### config.mk
export PLATFORM = sky130hd
export DESIGN_NAME = rxs_frame_store
export DESIGN_NICKNAME = d
export VERILOG_FILES = /design/src/rtl/rxs_pkg.sv /design/src/rtl/rxs_pkt_fifo.sv /design/src/rtl/rxs_write_ctrl.sv /design/src/rtl/rxs_frame_store.sv
export SDC_FILE = /design/constraint.sdc
export NUM_CORES = 1
export LEC_CHECK = 0
export CORE_ASPECT_RATIO = 2
export CORE_MARGIN = 2
export CORE_UTILIZATION = 43
export DETAILED_ROUTE_END_ITERATION = 7
export HOLD_SLACK_MARGIN = 0.06
export PLACE_DENSITY = 0.69
export SETUP_SLACK_MARGIN = 0.02
export SLEW_MARGIN = 20
export SYNTH_ARGS = -nofsm -noshare
export SYNTH_HDL_FRONTEND = slang
export SYNTH_HIERARCHICAL = 1
export SYNTH_SLANG_ARGS = --single-unit
### constraint.sdc
create_clock -name clk -period 3.4 [get_ports clk]
set_clock_uncertainty 0.05 [all_clocks]
set_input_delay 0.51 -clock clk [delete_from_list [all_inputs] [get_ports clk]]
set_output_delay 0.51 -clock clk [all_outputs]
set_load 0.005 [all_outputs]
### src/rtl/rxs_pkg.sv
// Package: shared state encoding and header field layout for the receive
// frame store. Assumes nothing beyond being compiled before its users.
package rxs_pkg;

    // Write-control sequencer states.
    typedef enum logic [2:0] {
        ST_IDLE = 3'd0,
        ST_RECV = 3'd1,
        ST_DROP = 3'd2,
        ST_HDR0 = 3'd3,
        ST_HDR1 = 3'd4
    } rxs_state_t;

    // Number of header words reserved ahead of the payload.
    localparam int HDR_WORDS    = 2;
    // Status word field positions.
    localparam int STAT_ODD_BIT = 0;
    localparam int STAT_CRC_BIT = 15;

endpackage

### src/rtl/rxs_pkt_fifo.sv
// Module: rxs_pkt_fifo
// Holds packet numbers of stored frames in arrival order. Head entry is
// visible combinationally. A push while full and a pop while empty are
// ignored. Assumes DEPTH >= 2.
module rxs_pkt_fifo #(
    parameter int W     = 5,
    parameter int DEPTH = 16
) (
    input  logic         clk,
    input  logic         rst_n,
    input  logic         push,
    input  logic [W-1:0] din,
    input  logic         pop,
    output logic [W-1:0] dout,
    output logic         empty,
    output logic         full
);
    localparam int AW = $clog2(DEPTH);
    localparam int CW = AW + 1;
    localparam logic [AW-1:0] LAST_IDX = AW'(DEPTH - 1);
    localparam logic [CW-1:0] FULL_CNT = CW'(DEPTH);

    logic [W-1:0]  store [DEPTH];
    logic [AW-1:0] wr_ptr;
    logic [AW-1:0] rd_ptr;
    logic [CW-1:0] count;
    logic          do_push;
    logic          do_pop;

    assign empty   = (count == '0);
    assign full    = (count == FULL_CNT);
    assign do_push = push && !full;
    assign do_pop  = pop && !empty;
    assign dout    = store[rd_ptr];

    // Write the incoming packet number into the slot under the write pointer.
    always_ff @(posedge clk) begin
        if (do_push) begin
            store[wr_ptr] <= din;
        end
    end

    // Advance pointers and occupancy on push and pop.
    always_ff @(posedge clk) begin
        if (!rst_n) begin
            wr_ptr <= '0;
            rd_ptr <= '0;
            count  <= '0;
        end else begin
            if (do_push) begin
                wr_ptr <= (wr_ptr == LAST_IDX) ? '0 : wr_ptr + AW'(1);
            end
            if (do_pop) begin
                rd_ptr <= (rd_ptr == LAST_IDX) ? '0 : rd_ptr + AW'(1);
            end
            case ({do_push, do_pop})
                2'b10:   count <= count + CW'(1);
                2'b01:   count <= count - CW'(1);
                default: count <= count;
            endcase
        end
    end


    no_overflow_chk: assert property (@(posedge clk) disable iff (!rst_n)
        push |-> !full);


    empty_pop_chk: assert property (@(posedge clk) disable iff (!rst_n)
        (pop && empty && !push) |=> empty);


    occupancy_bound_chk: assert property (@(posedge clk) disable iff (!rst_n)
        count <= FULL_CNT);

endmodule

### src/rtl/rxs_write_ctrl.sv
// Module: rxs_write_ctrl
// Sequences one receive frame at a time. It allocates a packet at start of
// frame and requests extra pages at page edges. It writes payload from
// offset HDR_WORDS upward, then writes the status and byte-count header
// words, and hands the packet number to the queue. Failed frames are
// released instead. Assumes PAGE_WORDS is a power of two >= 4, the
// allocator answers in the same cycle, and frames are at least two idle
// cycles apart.
module rxs_write_ctrl
    import rxs_pkg::*;
#(
    parameter int DATA_W     = 16,
    parameter int PKT_W      = 5,
    parameter int PAGE_WORDS = 8,
    parameter int MAX_PAGES  = 4,
    localparam int CAP       = PAGE_WORDS * MAX_PAGES,
    localparam int OFF_W     = $clog2(CAP)
) (
    input  logic              clk,
    input  logic              rst_n,
    input  logic              rx_enable,
    input  logic              in_valid,
    input  logic              in_sof,
    input  logic              in_eof,
    input  logic              in_odd,
    input  logic              in_crc_ok,
    input  logic [DATA_W-1:0] in_data,
    output logic              alloc_req,
    output logic              alloc_new,
    input  logic              alloc_ok,
    input  logic [PKT_W-1:0]  alloc_pkt,
    output logic              mem_we,
    output logic [PKT_W-1:0]  mem_pkt,
    output logic [OFF_W-1:0]  mem_off,
    output logic [DATA_W-1:0] mem_wdata,
    output logic              drop_rel_valid,
    output logic [PKT_W-1:0]  drop_rel_pkt,
    input  logic              fifo_full,
    output logic              push_valid,
    output logic [PKT_W-1:0]  push_pkt
);
    localparam int PG_W  = $clog2(PAGE_WORDS);
    localparam int CNT_W = OFF_W + 2;
    localparam logic [OFF_W:0] CAP_V     = (OFF_W + 1)'(CAP);
    localparam logic [OFF_W:0] FIRST_OFF = (OFF_W + 1)'(HDR_WORDS);

    rxs_state_t        state_q, state_d;
    logic [PKT_W-1:0]  pkt_q, pkt_d;
    logic [OFF_W:0]    off_q, off_d;
    logic              odd_q, odd_d;
    logic              crc_bad_q, crc_bad_d;

    logic              end_beat;
    logic              overrun;
    logic              page_edge;
    logic              room;
    logic [OFF_W:0]    word_cnt;
    logic [CNT_W-1:0]  byte_cnt;
    logic [DATA_W-1:0] status_word;

    // Offset position flags for the beat under consideration.
    assign page_edge = (off_q[PG_W-1:0] == '0);
    assign room      = (off_q < CAP_V);

    // Header field values built from the captured end-of-frame state.
    assign word_cnt  = off_q - FIRST_OFF;
    assign byte_cnt  = {1'b0, word_cnt, 1'b0} - CNT_W'(odd_q);

    // Assemble the status word from its individual flags.
    always_comb begin
        status_word               = '0;
        status_word[STAT_ODD_BIT] = odd_q;
        status_word[STAT_CRC_BIT] = crc_bad_q;
    end

    // Next-state and output decode for the frame sequencer.
    always_comb begin
        state_d        = state_q;
        pkt_d          = pkt_q;
        off_d          = off_q;
        odd_d          = odd_q;
        crc_bad_d      = crc_bad_q;
        alloc_req      = 1'b0;
        alloc_new      = 1'b0;
        mem_we         = 1'b0;
        mem_pkt        = pkt_q;
        mem_off        = off_q[OFF_W-1:0];
        mem_wdata      = in_data;
        drop_rel_valid = 1'b0;
        drop_rel_pkt   = pkt_q;
        push_valid     = 1'b0;
        push_pkt       = pkt_q;
        end_beat       = 1'b0;
        overrun        = 1'b0;

        case (state_q)
            ST_IDLE: begin
                if (in_valid && in_sof && rx_enable) begin
                    alloc_req = 1'b1;
                    alloc_new = 1'b1;
                    if (alloc_ok) begin
                        mem_we   = 1'b1;
                        mem_pkt  = alloc_pkt;
                        mem_off  = FIRST_OFF[OFF_W-1:0];
                        pkt_d    = alloc_pkt;
                        off_d    = FIRST_OFF + (OFF_W + 1)'(1);
                        state_d  = ST_RECV;
                        end_beat = in_eof;
                    end else begin
                        state_d = in_eof ? ST_IDLE : ST_DROP;
                    end
                end
            end
            ST_RECV: begin
                if (in_valid) begin
                    if (!room) begin
                        overrun = 1'b1;
                    end else begin
                        if (page_edge) begin
                            alloc_req = 1'b1;
                        end
                        if (page_edge && !alloc_ok) begin
                            overrun = 1'b1;
                        end else begin
                            mem_we   = 1'b1;
                            off_d    = off_q + (OFF_W + 1)'(1);
                            end_beat = in_eof;
                        end
                    end
                end
            end
            ST_DROP: begin
                if (in_valid && in_eof) begin
                    state_d = ST_IDLE;
                end
            end
            ST_HDR0: begin
                mem_we    = 1'b1;
                mem_off   = '0;
                mem_wdata = status_word;
                state_d   = ST_HDR1;
            end
            ST_HDR1: begin
                mem_we     = 1'b1;
                mem_off    = OFF_W'(1);
                mem_wdata  = DATA_W'(byte_cnt);
                push_valid = 1'b1;
                state_d    = ST_IDLE;
            end
            default: state_d = ST_IDLE;
        endcase

        if (overrun) begin
            drop_rel_valid = 1'b1;
            drop_rel_pkt   = pkt_q;
            state_d        = in_eof ? ST_IDLE : ST_DROP;
        end

        if (end_beat) begin
            crc_bad_d = !in_crc_ok;
            odd_d     = in_odd;
            if (in_crc_ok && !fifo_full) begin
                state_d = ST_HDR0;
            end else begin
                drop_rel_valid = 1'b1;
                drop_rel_pkt   = pkt_d;
                state_d        = ST_IDLE;
            end
        end
    end

    // Sequencer registers with synchronous active-low reset.
    always_ff @(posedge clk) begin
        if (!rst_n) begin
            state_q   <= ST_IDLE;
            pkt_q     <= '0;
            off_q     <= '0;
            odd_q     <= 1'b0;
            crc_bad_q <= 1'b0;
        end else begin
            state_q   <= state_d;
            pkt_q     <= pkt_d;
            off_q     <= off_d;
            odd_q     <= odd_d;
            crc_bad_q <= crc_bad_d;
        end
    end


    disabled_ignore_chk: assert property (@(posedge clk) disable iff (!rst_n)
        (state_q == ST_IDLE && !rx_enable) |-> (!alloc_req && !mem_we));


    hdr_order_chk: assert property (@(posedge clk) disable iff (!rst_n)
        (mem_we && mem_off == '0) |=> (mem_we && mem_off == OFF_W'(1)));


    push_after_status_chk: assert property (@(posedge clk) disable iff (!rst_n)
        push_valid |-> $past(mem_we && mem_off == '0));


    drop_not_published_chk: assert property (@(posedge clk) disable iff (!rst_n)
        drop_rel_valid |=> !(mem_we && mem_off == '0));


    payload_on_beat_chk: assert property (@(posedge clk) disable iff (!rst_n)
        (mem_we && mem_off >= FIRST_OFF[OFF_W-1:0]) |-> in_valid);


    hdr_ignores_input_chk: assert property (@(posedge clk) disable iff (!rst_n)
        (state_q == ST_HDR0 || state_q == ST_HDR1) |-> (!alloc_req && !drop_rel_valid));

endmodule

### src/rtl/rxs_frame_store.sv
// Module: rxs_frame_store
// Top of the receive frame store. It joins the frame write sequencer to the
// packet-number queue, drives the receive interrupt from queue occupancy,
// and serves the host's remove-and-release command. Assumes the same
// stream and allocator rules as rxs_write_ctrl.
module rxs_frame_store #(
    parameter int DATA_W     = 16,
    parameter int PKT_W      = 5,
    parameter int PAGE_WORDS = 8,
    parameter int MAX_PAGES  = 4,
    parameter int FIFO_DEPTH = 16,
    localparam int OFF_W     = $clog2(PAGE_WORDS * MAX_PAGES)
) (
    input  logic              clk,
    input  logic              rst_n,
    input  logic              rx_enable,
    input  logic              in_valid,
    input  logic              in_sof,
    input  logic              in_eof,
    input  logic              in_odd,
    input  logic              in_crc_ok,
    input  logic [DATA_W-1:0] in_data,
    output logic              alloc_req,
    output logic              alloc_new,
    input  logic              alloc_ok,
    input  logic [PKT_W-1:0]  alloc_pkt,
    output logic              mem_we,
    output logic [PKT_W-1:0]  mem_pkt,
    output logic [OFF_W-1:0]  mem_off,
    output logic [DATA_W-1:0] mem_wdata,
    output logic              drop_rel_valid,
    output logic [PKT_W-1:0]  drop_rel_pkt,
    input  logic              host_remove,
    output logic              rx_irq,
    output logic [PKT_W-1:0]  top_pkt,
    output logic              host_rel_valid,
    output logic [PKT_W-1:0]  host_rel_pkt
);
    logic             q_push;
    logic [PKT_W-1:0] q_push_pkt;
    logic             q_empty;
    logic             q_full;
    logic [PKT_W-1:0] q_head;

    rxs_write_ctrl #(
        .DATA_W     (DATA_W),
        .PKT_W      (PKT_W),
        .PAGE_WORDS (PAGE_WORDS),
        .MAX_PAGES  (MAX_PAGES)
    ) u_ctrl (
        .clk            (clk),
        .rst_n          (rst_n),
        .rx_enable      (rx_enable),
        .in_valid       (in_valid),
        .in_sof         (in_sof),
        .in_eof         (in_eof),
        .in_odd         (in_odd),
        .in_crc_ok      (in_crc_ok),
        .in_data        (in_data),
        .alloc_req      (alloc_req),
        .alloc_new      (alloc_new),
        .alloc_ok       (alloc_ok),
        .alloc_pkt      (alloc_pkt),
        .mem_we         (mem_we),
        .mem_pkt        (mem_pkt),
        .mem_off        (mem_off),
        .mem_wdata      (mem_wdata),
        .drop_rel_valid (drop_rel_valid),
        .drop_rel_pkt   (drop_rel_pkt),
        .fifo_full      (q_full),
        .push_valid     (q_push),
        .push_pkt       (q_push_pkt)
    );

    rxs_pkt_fifo #(
        .W     (PKT_W),
        .DEPTH (FIFO_DEPTH)
    ) u_queue (
        .clk   (clk),
        .rst_n (rst_n),
        .push  (q_push),
        .din   (q_push_pkt),
        .pop   (host_rel_valid),
        .dout  (q_head),
        .empty (q_empty),
        .full  (q_full)
    );

    // Host-facing view of the queue and the remove-and-release path.
    assign rx_irq         = !q_empty;
    assign top_pkt        = q_head;
    assign host_rel_valid = host_remove && !q_empty;
    assign host_rel_pkt   = q_head;


    host_release_head_chk: assert property (@(posedge clk) disable iff (!rst_n)
        (host_remove && rx_irq) |-> (host_rel_valid && host_rel_pkt == top_pkt));


    irq_after_push_chk: assert property (@(posedge clk) disable iff (!rst_n)
        q_push |=> rx_irq);

endmodule

==> flow_summary_export.csv <==
group,metric,value,unit
hold_path,hold_depth,2,
synthesis,ys_types,65,
sta,fin_setup_tns,0,ps
power,power_density,489,nW/µm²
floorplanning,rows,58,
routing,routed_via_density,5.49,
critical_path,worstRegToRegCells,13,
routing,drt_iter0_markers,151,
sta,fin_crit,3270,ps
sta,worst_slew_margin_rel,51.9,%
hold_path,min_path_type,"reg2reg",
floorplanning,fp.dieH,164,µm
synthesis,syn_nets,453,
critical_path,endpoint_kind,"primary output",
clocking,cts-root-buf,"clkbuf_16",
sta,drv_slew,0,
synthesis,yosysSeqAreaShare,55.7,%
power,peakVddDrop,0.366,mV
sta,hold_violations,0,
power,finalPower,3440,µW
critical_path,crit_type,"reg2out",
place,gp_congestion,0.796,
clocking,cts_max_level,4,
sta,rsz0062_at_grt,"false",
synthesis,syn_avg_cell_area,13.5,µm²
floorplanning,die_area,13800,µm²
place,hpwl,9.39,mm
clocking,cts_made_buffers,17,
cells_and_area,multi_input_area,2230,µm²
critical_path,cp_data_required_time,2840,ps
critical_path,r2r_setup_slack,300,ps
clocking,clk_latency,400,ps
floorplanning,start_util,43.8,%
cells_and_area,regArea,3070,µm²
grt,antenna_found_initial,0,
critical_path,crit_fanout,5,
clocking,path_clk_slew,50,ps
synthesis,ys_ff_latch,113,
sta,fmax,306,MHz
routing,remaining_drc_errors,0,
synthesis,synth_async_sr_flop_share,0,%
clocking,clock-sinks,113,
critical_path,reg2reg_to,"u_queue/count[2]",
cells_and_area,layout-drive-gt1-share,20.7,%
routing,drtAntennaViolNets,0,
hold_path,worstHoldStart,"u_queue/rd_ptr[0]",
sta,worstMarginPinSlew,721,ps
critical_path,regToRegStartpoint,"u_queue/count[0]",
sta,holdWs,479,ps
sta,finalCritPeriodShare,96.3,%
grt,grt_pass1_vias,3816,
flow_run,drv_cap,0,
critical_path,crit_family,"simple AND/OR/NAND/NOR gates",
routing,post_drt_wl_per_cell,19.2,µm
synthesis,synth_cells,406,
cells_and_area,most-common-layout-cells,"edfxtp_1 (80), clkdlybuf4s50_1 (77), dfxtp_1 (30)",
critical_path,worstPathArrival,2710,ps
clocking,cts_tree,"yes",
critical_path,crit_buf_inv,1,
cells_and_area,n_antenna_cell,0,
place,port_buffers,77,
clocking,cts_buffer_depth,2,
clocking,cts_hold_buf,0,
place,place_area,6410,µm²
floorplanning,num_io_pins,78,
cells_and_area,fillCellCount,1029,
synthesis,yosysWarnings,6,
grt,grt_pass1_wl,20.0,mm
sta,setup_violations,0,
grt,grt_use_total,19.3,%
synthesis,synth_top_flop_cell,"edfxtp_1",
routing,drtPass1Iterations,6,
cells_and_area,finalInstanceArea,7040,µm²
floorplanning,fp.coreArea,12600,µm²
synthesis,synth-edff-count,80,
synthesis,synth_area,5500,µm²
routing,vias,3586,
cells_and_area,area_growth,28.1,%
routing,totalWireLength,12.5,mm
cells_and_area,final_common_cell,"edfxtp_1",
grt,overflow,0,
floorplanning,die_w,83.9,µm
power,p_leak,0.00256,µW
critical_path,cp-start-kind,"flop",
critical_path,cp_slowest_cell,"or4_4",
critical_path,worstPathCellList,"or4_4 > nor2_4 > nor2b_1 > or3_4 > mux2_4 > clkdlybuf4s50_1",
grt,grt_max_degree,21,
critical_path,slowest_delay,540,ps
cells_and_area,finalNetCount,537,
run_status,status,"completed",
## stage by stage
| step | cells | utilization [%] | worst slack [ps] |
|---|---|---|---|
| after floorplan | 406 | - | 471 |
| after global placement | 621 | 51.1 | 77.2 |
| after detailed placement | 621 | 51.1 | 25.1 |
| after CTS | 653 | 56.0 | 52.9 |
| after global routing | 653 | 56.1 | 20.7 |
| final | 653 | 56.1 | 127 |
## worst min-delay path, stage by stage, from the launching register on
cell and delay (ps):
dfxtp_1 340, nand2_1 70, a21oi_1 70
## final cells by class
| type | instances | share of cell area [%] |
|---|---|---|
| Sequential cell | 113 | 43.6 |
| Multi-Input combinational cell | 253 | 31.7 |
| Timing Repair Buffer | 93 | 12.8 |
| Clock buffer | 17 | 6.04 |
| Tap cell | 150 | 2.67 |
| Clock inverter | 15 | 2.60 |
| Inverter | 12 | 0.640 |
## power by group
group	switching, µW	internal, µW	total [µW]
Sequential	15.3	1470	1480
Combinational	62.8	101	164
Clock	632	1160	1790
## sequential cells by signal, indices dropped and copies added, names as in the netlist, named ones only
name / flops
u_queue/count: 5
u_queue/wr_ptr: 4
u_ctrl/odd_q: 1
u_queue/store: 80
u_queue/rd_ptr: 4
u_ctrl/crc_bad_q: 1
u_ctrl/state_q: 3
u_ctrl/push_pkt: 5
u_ctrl/off_q: 6
## worst max-delay path by stage
stage	start	end	slack [ps]	cells after the start
global placement	in_valid	drop_rel_pkt[1]	80	7
finish	u_queue/count[0]	drop_rel_pkt[2]	130	6
global route	u_ctrl/state_q[1]	mem_wdata[0]	20	7
CTS	u_queue/count[0]	drop_rel_pkt[1]	50	6
floorplan	u_queue/count[1]	u_queue/count[2]	470	15
detailed placement	in_valid	drop_rel_pkt[2]	30	7
## synth_stat cells, drive strengths merged (3+ instances only)
library cell | instances | area [µm²]
o211ai | 4 | 30.0
mux2i | 7 | 70.1
edfxtp | 80 | 2400
nor4b | 6 | 52.6
xor2 | 8 | 70.1
nor2b | 6 | 37.5
or2 | 4 | 25.0
xnor2 | 4 | 35.0
nor2 | 19 | 73.8
o21bai | 4 | 33.8
nor3b | 5 | 37.5
buf | 17 | 130
mux4 | 25 | 563
dfxtp | 33 | 661
nand2 | 25 | 96.4
ha | 16 | 200
nor3 | 3 | 20.0
o21ai | 19 | 110
and3 | 5 | 31.3
a21oi | 14 | 70.1
and2 | 26 | 163
nand3 | 4 | 20.0
or3 | 4 | 25.0
inv | 11 | 41.3
clkbuf | 11 | 41.3
mux2 | 12 | 154
## routing by layer
metal	GRT usage (%)	routed length, µm
met1	17.4	4110
met2	40.0	7880
met3	4.32	447
met4	7.33	110
met5	0	0
## repair_timing
item	4_1_cts	5_1_grt
pin swaps	0	2
gates resized for setup	2	4
setup buffers	0	0
setup endpoints to repair	5	10
## kinds of logic after synthesis
logic type,share of synthesized area [%]
simple gates,12.9
xor+xnor,1.91
flops,55.7
buf+inv,3.94
compound gates,7.56
fa+ha+maj,3.64
mux,14.3
Power figures use the tool's default switching activity.
